$ cat src/rtl/cfg_uart_rx_pkg.sv
package cfg_uart_rx_pkg;

    typedef enum logic [2:0] {
        ST_IDLE,
        ST_START,
        ST_DATA,
        ST_PARITY,
        ST_STOP
    } rx_state_e;

    // Captured character format
    typedef struct packed {
        logic       force_par;   // parity bit is stuck, not computed
        logic       par_sense;   // 0: odd / stuck-1, 1: even / stuck-0
        logic       par_en;      // parity bit present
        logic [1:0] wsel;        // data width code, width = 5 + code
    } rx_fmt_t;

endpackage

$ cat src/rtl/cfg_uart_rx_sync.sv
module cfg_uart_rx_sync #(
    parameter int STAGES = 2
) (
    input  logic clk,
    input  logic rst_n,
    input  logic d_in,
    output logic q_out
);
    logic [STAGES-1:0] pipe_q;

    always_ff @(posedge clk or negedge rst_n) begin
        if (!rst_n) pipe_q <= '1;
        else        pipe_q <= {pipe_q[STAGES-2:0], d_in};
    end

    assign q_out = pipe_q[STAGES-1];
endmodule

$ cat src/rtl/cfg_uart_rx_parity.sv
module cfg_uart_rx_parity #(
    parameter int DATA_W = 8
) (
    input  logic [DATA_W-1:0] data,
    input  logic [1:0]        wsel,
    input  logic              par_sense,
    input  logic              force_par,
    output logic              exp_bit
);
    logic [DATA_W-1:0] keep;
    logic              ones_odd;

    // Only bits inside the selected width take part
    for (genvar i = 0; i < DATA_W; i++) begin : g_mask
        assign keep[i] = (i < 5 + int'(wsel));
    end

    assign ones_odd = ^(data & keep);

    always_comb begin
        if (force_par)      exp_bit = ~par_sense;
        else if (par_sense) exp_bit = ones_odd;      // even total
        else                exp_bit = ~ones_odd;     // odd total
    end
endmodule

$ cat src/rtl/cfg_uart_rx.sv
module cfg_uart_rx
    import cfg_uart_rx_pkg::*;
#(
    parameter int OSR      = 16,
    parameter int DATA_W   = 8,
    parameter int SYNC_STG = 2
) (
    input  logic              clk,
    input  logic              rst_n,
    input  logic              os_tick,
    input  logic              rx_in,
    input  logic [5:0]        cfg_fmt,
    output logic [DATA_W-1:0] rx_data,
    output logic              rx_valid,
    output logic              parity_err,
    output logic              frame_err
);
    localparam int CNT_W = $clog2(OSR);
    localparam int IDX_W = $clog2(DATA_W);
    localparam logic [CNT_W-1:0] MID_CNT  = CNT_W'(OSR/2 - 1);
    localparam logic [CNT_W-1:0] LAST_CNT = CNT_W'(OSR - 1);

    rx_state_e         state_q, state_d;
    logic [CNT_W-1:0]  cnt_q;
    logic [IDX_W-1:0]  idx_q;
    logic [DATA_W-1:0] shift_q;
    rx_fmt_t           fmt_q;
    logic              par_bad_q;
    logic              rx_s, rx_prev_q;
    logic              at_mid, at_end, last_bit, exp_par;
    logic              unused_stop_cfg;

    assign unused_stop_cfg = cfg_fmt[2];

    cfg_uart_rx_sync #(.STAGES(SYNC_STG)) u_sync (
        .clk   (clk),
        .rst_n (rst_n),
        .d_in  (rx_in),
        .q_out (rx_s)
    );

    cfg_uart_rx_parity #(.DATA_W(DATA_W)) u_par (
        .data      (shift_q),
        .wsel      (fmt_q.wsel),
        .par_sense (fmt_q.par_sense),
        .force_par (fmt_q.force_par),
        .exp_bit   (exp_par)
    );

    assign at_mid   = os_tick && (cnt_q == MID_CNT);
    assign at_end   = os_tick && (cnt_q == LAST_CNT);
    assign last_bit = (idx_q == IDX_W'(4 + int'(fmt_q.wsel)));

    // Next-state logic
    always_comb begin
        state_d = state_q;
        unique case (state_q)
            ST_IDLE:   if (!rx_s && rx_prev_q) state_d = ST_START;
            ST_START:  if (at_mid) state_d = rx_s ? ST_IDLE : ST_DATA;
            ST_DATA:   if (at_end && last_bit)
                           state_d = fmt_q.par_en ? ST_PARITY : ST_STOP;
            ST_PARITY: if (at_end) state_d = ST_STOP;
            ST_STOP:   if (at_end) state_d = ST_IDLE;
            default:   state_d = ST_IDLE;
        endcase
    end

    // State register
    always_ff @(posedge clk or negedge rst_n) begin
        if (!rst_n) state_q <= ST_IDLE;
        else        state_q <= state_d;
    end

    // Datapath: tick counter, bit index, assembly, captured format
    always_ff @(posedge clk or negedge rst_n) begin
        if (!rst_n) begin
            cnt_q     <= '0;
            idx_q     <= '0;
            shift_q   <= '0;
            fmt_q     <= '0;
            par_bad_q <= 1'b0;
            rx_prev_q <= 1'b1;
        end else begin
            rx_prev_q <= rx_s;
            unique case (state_q)
                ST_IDLE: begin
                    cnt_q <= '0;
                end
                ST_START: begin
                    if (at_mid) begin
                        cnt_q     <= '0;
                        idx_q     <= '0;
                        shift_q   <= '0;
                        par_bad_q <= 1'b0;
                        fmt_q     <= '{force_par: cfg_fmt[5], par_sense: cfg_fmt[4],
                                       par_en: cfg_fmt[3], wsel: cfg_fmt[1:0]};
                    end else if (os_tick) begin
                        cnt_q <= cnt_q + 1'b1;
                    end
                end
                ST_DATA, ST_PARITY, ST_STOP: begin
                    if (os_tick) cnt_q <= at_end ? '0 : cnt_q + 1'b1;
                    if (state_q == ST_DATA && at_end) begin
                        shift_q[idx_q] <= rx_s;
                        idx_q          <= idx_q + 1'b1;
                    end
                    if (state_q == ST_PARITY && at_end)
                        par_bad_q <= (rx_s != exp_par);
                end
                default: cnt_q <= '0;
            endcase
        end
    end

    // Outputs
    always_ff @(posedge clk or negedge rst_n) begin
        if (!rst_n) begin
            rx_data    <= '0;
            rx_valid   <= 1'b0;
            parity_err <= 1'b0;
            frame_err  <= 1'b0;
        end else if (state_q == ST_STOP && at_end) begin
            rx_data    <= shift_q;
            rx_valid   <= 1'b1;
            parity_err <= par_bad_q;
            frame_err  <= ~rx_s;
        end else begin
            rx_valid   <= 1'b0;
            parity_err <= 1'b0;
            frame_err  <= 1'b0;
        end
    end
endmodule

$ cat config.mk
export PLATFORM = sky130hd
export DESIGN_NAME = cfg_uart_rx
export DESIGN_NICKNAME = d
export VERILOG_FILES = /design/src/rtl/cfg_uart_rx_pkg.sv /design/src/rtl/cfg_uart_rx_sync.sv /design/src/rtl/cfg_uart_rx_parity.sv /design/src/rtl/cfg_uart_rx.sv
export SDC_FILE = /design/constraint.sdc
export NUM_CORES = 1
export LEC_CHECK = 0
export ABC_AREA = 0
export BUFFER_PORTS_ARGS = -buffer_cell sky130_fd_sc_hd__buf_4
export CELL_PAD_IN_SITES_DETAIL_PLACEMENT = 0
export CELL_PAD_IN_SITES_GLOBAL_PLACEMENT = 1
export CORE_ASPECT_RATIO = 1.5
export CORE_MARGIN = 3
export CORE_UTILIZATION = 45
export DETAILED_ROUTE_END_ITERATION = 6
export GPL_ROUTABILITY_DRIVEN = 1
export PLACE_DENSITY = 0.84
export SETUP_SLACK_MARGIN = 0.2
export SLEW_MARGIN = 20
export SYNTH_ARGS = -nofsm -noshare
export SYNTH_HDL_FRONTEND = slang
export SYNTH_SLANG_ARGS = --single-unit
export TNS_END_PERCENT = 10
$ cat constraint.sdc
create_clock -name clk -period 5.85 [get_ports clk]
set_input_delay 0.8775 -clock clk [delete_from_list [all_inputs] [get_ports clk]]
set_output_delay 0.8775 -clock clk [all_outputs]
set_load 0.03 [all_outputs]
Word level (Yosys, flattened, before mapping)
Cells that the tools add are included.
{"block": "classes", "addsub": 4, "order_cmp": 10, "n_eq_ne": 17, "n_mux": 30, "bitwise_logic": 4, "reduce_logical": 18}
{"cell": "$lt A4 B32 Y1 const A", "n": 4}
{"cell": "$lt A3 B32 Y1 const A", "n": 2}
{"cell": "$lt A2 B32 Y1 const A", "n": 1}
{"cell": "$mux W3", "n": 8}
{"cell": "$mux W4", "n": 4}
{"cell": "$mux W8", "n": 2}
{"cell": "$ne A2 B2 Y1 const B", "n": 8}
{"cell": "$pmux W8 S2", "n": 1}
{"cell": "$pmux W3 S5", "n": 1}
{"cell": "$and A8 B8 Y8", "n": 1}
{"cell": "$bwmux W8", "n": 1}
{"cell": "$logic_and A1 B1 Y1", "n": 8}
{"cell": "$mux W1", "n": 8}
{"cell": "$pmux W4 S2", "n": 1}
{"cell": "$reduce_xor A8 Y1", "n": 1}
{"cell": "$eq A3 B2 Y1 const B", "n": 2}
{"cell": "$pmux W3 S2", "n": 1}
{"cell": "$reduce_and A3 Y1", "n": 2}
{"cell": "$reduce_and A5 Y1", "n": 1}
{"cell": "$add A3 B2 Y4 const A", "n": 1}
{"cell": "$add A4 B1 Y4 const B", "n": 1}
{"cell": "$eq A4 B3 Y1 const B", "n": 1}
{"cell": "$eq A4 B4 Y1 const B", "n": 1}
{"cell": "$lt A1 B4 Y1 const A", "n": 1}
{"cell": "18 further kinds", "n": 21}
{"block": "word_totals", "register_bits": 38, "input_bits": 10, "out_inout_bits": 11, "elab_cells": 98}

Depth between registers and ports, before layout
{"block": "depth", "depth_word": 10, "mapped_depth": 9, "mapped_depth_nobuf": 7}

By module
Synthesis repeated with hierarchy kept, for this count alone.
{"block": "unflattened", "hier_cells": 178, "area_unflattened_um2": 1971.9}
{"mod": "cfg_uart_rx", "instances": 1, "cells_each": 163, "area_each_um2": 1785.5, "seq_area_each_um2": 902.1}
{"mod": "cfg_uart_rx_parity", "instances": 1, "cells_each": 13, "area_each_um2": 133.9, "seq_area_each_um2": 0.0}
{"mod": "cfg_uart_rx_sync", "instances": 1, "cells_each": 2, "area_each_um2": 52.6, "seq_area_each_um2": 52.6}

Least setup slack after synthesis
No wires, ideal clock.
{"block": "synth_path", "path_kind": "input port to flip-flop", "from": "in os_tick", "to": "reg fmt_q[0] (netlist bit)", "t_arrival_ns": 2.134, "path_slack_ns": 3.591, "cell_stages": 8, "path_buffers": 3, "cell_sequence": "buf_4 > nand3_4 > nor2_4 > nand2_1 > or3_1 > buf_2 > buf_6 > mux2_4"}
{"block": "synth_between", "elab_chain_len": 2}
{"item": "from (decl)", "line_no": "cfg_uart_rx.sv:10", "rtl": "input logic os_tick,"}
{"item": "$logic_and A1 B1 Y1", "line_no": "cfg_uart_rx.sv:50", "rtl": "assign at_mid = os_tick && (cnt_q == MID_CNT);"}
{"item": "$reduce_and A2 Y1 (no source line)"}
{"item": "to (signal assigned)", "line_no": "cfg_uart_rx.sv:95", "rtl": "fmt_q <= '{force_par: cfg_fmt[5], par_sense: cfg_fmt[4],"}
{"item": "to (decl)", "line_no": "cfg_uart_rx.sv:27", "rtl": "rx_fmt_t fmt_q;"}
No other way between the ends.
A chain may end at the register's enable or synchronous reset.

Final worst setup path
{"block": "layout_path", "from": "in os_tick", "to": "reg state_q[1]"}
{"block": "layout_between", "elab_chain_len": 4, "elab_cells_between_ends": 8, "cone_classes": "eq/ne (4); reduce/logical (4)"}
{"item": "$logic_and A1 B1 Y1", "line_no": "cfg_uart_rx.sv:51", "rtl": "assign at_end = os_tick && (cnt_q == LAST_CNT);"}
{"item": "$logic_and A1 B1 Y1", "line_no": "cfg_uart_rx.sv:60", "rtl": "ST_DATA: if (at_end && last_bit)"}
{"item": "$ne A2 B2 Y1 (no source line)"}
{"item": "$reduce_and A5 Y1 (no source line) *"}
{"item": "to (signal assigned)", "line_no": "cfg_uart_rx.sv:71", "rtl": "else state_q <= state_d;"}
{"item": "to (decl)", "line_no": "cfg_uart_rx.sv:23", "rtl": "rx_state_e state_q, state_d;"}
Mark *: on every way between the ends. The rest lies on a longest branch, timed or not.

==> metrics.cfg <==
[outcome]
status = finished clean

[setup_path]
cp_data_arrival_time_ns = 2.31
worstSetupPathType = input pin to register
crit_start = os_tick
critical_path_peak_fanout = 6
end_kind = register
r2r-start = cnt_q[0]$_DFFE_PN0P_
slowest_delay_ns = 0.36
cp_slowest_cell = mux2_2
worstSetupStartpointType = input pin
worstPathCellList = buf_4 -> nand3_4 -> nor2_1 -> a32oi_1 -> and3_1 -> a21oi_1 -> mux2_2
cp_data_required_time_ns = 6.03

[cells_and_area]
fillers = 379
diodes = 0
area_growth_pct = 14.4
drive_gt1_share_pct = 20.0
nNetsFinal = 221

[sta]
fmax_ghz = 0.468
finalClockSkew_ns = 0.00898
drv_slew = 0
worst_slew_pin_slew_ns = 0.594
rsz0062_at_grt = no
relSlewSlack_pct = 60.4
fin_tns_setup_ns = 0
finalCritPeriodShare_pct = 36.5
fin_crit_ns = 2.14
setup_violations = 0
hold_viol = 0

[drt]
wl_mm = 3.66
dr.first_iter.drc_count = 54
drc_errors = 0
drt-vias-per-instance = 5.50
vias = 1403
drt_pass1_iterations = 4
wl_per_cell_um = 14.4
ant_nets = 0

[synth]
synth_area_per_cell_um2 = 10.0
synth_nets = 206
yosysMostFrequentCell = nand2_1
async_flop_share_pct = 100
ys.warnings.count = 0
synth-edff-count = 0
ys_seq_area_share_pct = 49.1
synth_top_cell_by_area = dfrtp_1
netlist_top_cells_count = nand2_1 (40), dfrtp_1 (35), nor2_1 (18), xnor2_1 (10), mux2i_1 (7)
ys.flop_type = dfrtp_1
ys_types = 49
synth_area_leaders = dfrtp_1 (45%), nand2_1 (7.7%), xnor2_1 (4.5%)
synthCells = 194
syn_area_um2 = 1940
synth_top_area_share_pct = 45.1
ys_seq_elements = 38

[power]
power.density_nw_per_um2 = 315
fin_total_pwr_uw = 699
ir_drop_mv = 0.231
p_leak_uw = 0.00103

[global_route]
grt_max_degree = 39
grt_pass1_vias = 1434
antenna_found_initial = 0
track_usage_pct = 16.8
grt_first_pass_wirelength_mm = 6.56
grt_overflow = 0

[clock_network]
post_cts_resized = 0
cts_hold_buffers = 0
clockBufferDepth = 2
htree_levels = 2
insertion_delay_ns = 0.29
root_buffer = clkbuf_8
clkSinkCount = 38
numCtsBuffers = 5
post-cts-setup-buffers = 0
clk_pin_slew_ns = 0.07
cts_tree = done

[floorplan]
pin_count = 21
start_util_pct = 47.8
die_area_um2 = 5160
chipWidth_um = 59.7
dieHeight_um = 86.5
core-area_um2 = 4060
rows = 28

[placement]
hpwl_mm = 2.65
place_congestion = 0.790
io_buffer_count = 19

[min_path]
hold_path_class = register to register
holdCritStartpoint = u_sync.pipe_q[0]$_DFF_PN1_

[run]
cap_violations = 0

[registers in the layout, indices dropped and copies added, names as in the netlist]
signal,cells
rx_data,8
shift_q,8
fmt_q,5
cnt_q,4
idx_q,3
state_q,3
u_sync.pipe_q,2
frame_err,1
par_bad_q,1
parity_err,1
rx_prev_q,1
rx_valid,1
[cell usage in the layout, fill, tap and decap left out, types with 3 or more instances in the layout]
cell type | netlist | layout
nand4_1 | 4 | 4
nor2_1 | 18 | 18
mux2i_1 | 7 | 7
nand3b_1 | 4 | 4
clkbuf_8 | 0 | 6
a21oi_1 | 6 | 6
nand2_1 | 40 | 40
mux2_2 | 4 | 4
dfstp_2 | 3 | 3
dfrtp_1 | 35 | 35
buf_4 | 2 | 19
xnor2_1 | 10 | 10
o21ai_0 | 4 | 4
[worst max-delay path: cells and delay by family]
| kind | cells | cell delay (ns) |
|---|---|---|
| AOI/OAI and AO/OA | 2 | 0.32 |
| buffers and inverters | 1 | 0.13 |
| muxes | 1 | 0.36 |
| and+or+nand+nor | 3 | 0.61 |
[where the power goes]
group / leakage (µW) / internal [µW] / switching, µW
sequential: 0.000517 / 279 / 42.6
clock: 0.0000714 / 182 / 93.3
combinational: 0.000445 / 49.0 / 53.4
[metal layers]
metal  GRT usage (%)  part of all wire (%)
met5               0                     0
met1            18.7                    41
met4            6.05                   1.7
met3            4.02                   2.8
met2            29.9                    55
[stage by stage]
step	utilization (%)	setup WS [ns]	instances	hold WS, ns	cell area, µm²
after CTS	54.7	3.73	255	0.360	2220
final	54.7	3.71	255	0.359	2220
after detailed placement	51.2	3.42	247	0.350	2080
after floorplan	-	3.59	194	0.345	1940
after global routing	54.7	3.59	255	0.366	2220
after global placement	51.2	3.45	247	0.347	2080
[kinds of logic (layout without fill, tap and decap cells)]
| kind of cell | count (synthesis) | in the layout | share of synthesized area (%) |
|---|---|---|---|
| AO/OA/AOI/OAI | 26 | 26 | 9.02 |
| AND/OR/NAND/NOR | 88 | 88 | 22.8 |
| buffers and inverters | 14 | 30 | 3.73 |
| flip-flops | 38 | 38 | 49.1 |
| XOR/XNOR | 13 | 13 | 6.57 |
| multiplexers | 13 | 13 | 7.47 |
| adder cells (fa/ha/maj) | 2 | 2 | 1.29 |
[worst paths after layout]
check	end	slack, ns	depth (start not counted)
worst max-delay path	state_q[1]$_DFFE_PN0P_	3.71	7
worst max register to register	state_q[1]$_DFFE_PN0P_	3.77	7
worst min register to register	u_sync.pipe_q[1]$_DFF_PN1_	0.36	0
min in group asynchronous	rx_data[7]$_DFFE_PN0P_	0.53	1
worst min-delay path	u_sync.pipe_q[1]$_DFF_PN1_	0.36	0
max in group asynchronous	u_sync.pipe_q[0]$_DFF_PN1_	4.95	1
[layout make-up]
type                    instances  area, µm²  share of cell area (%)
inverters                       3       11.3                   0.506
clock buffers                   6       82.6                    3.71
repair buffers                 19        143                    6.42
clock inverters                 2       60.1                    2.70
multi-input cells             142        916                    41.2
well taps                      45       56.3                    2.53
flip-flops and latches         38        955                    42.9
(Power assumes the default switching activity.)
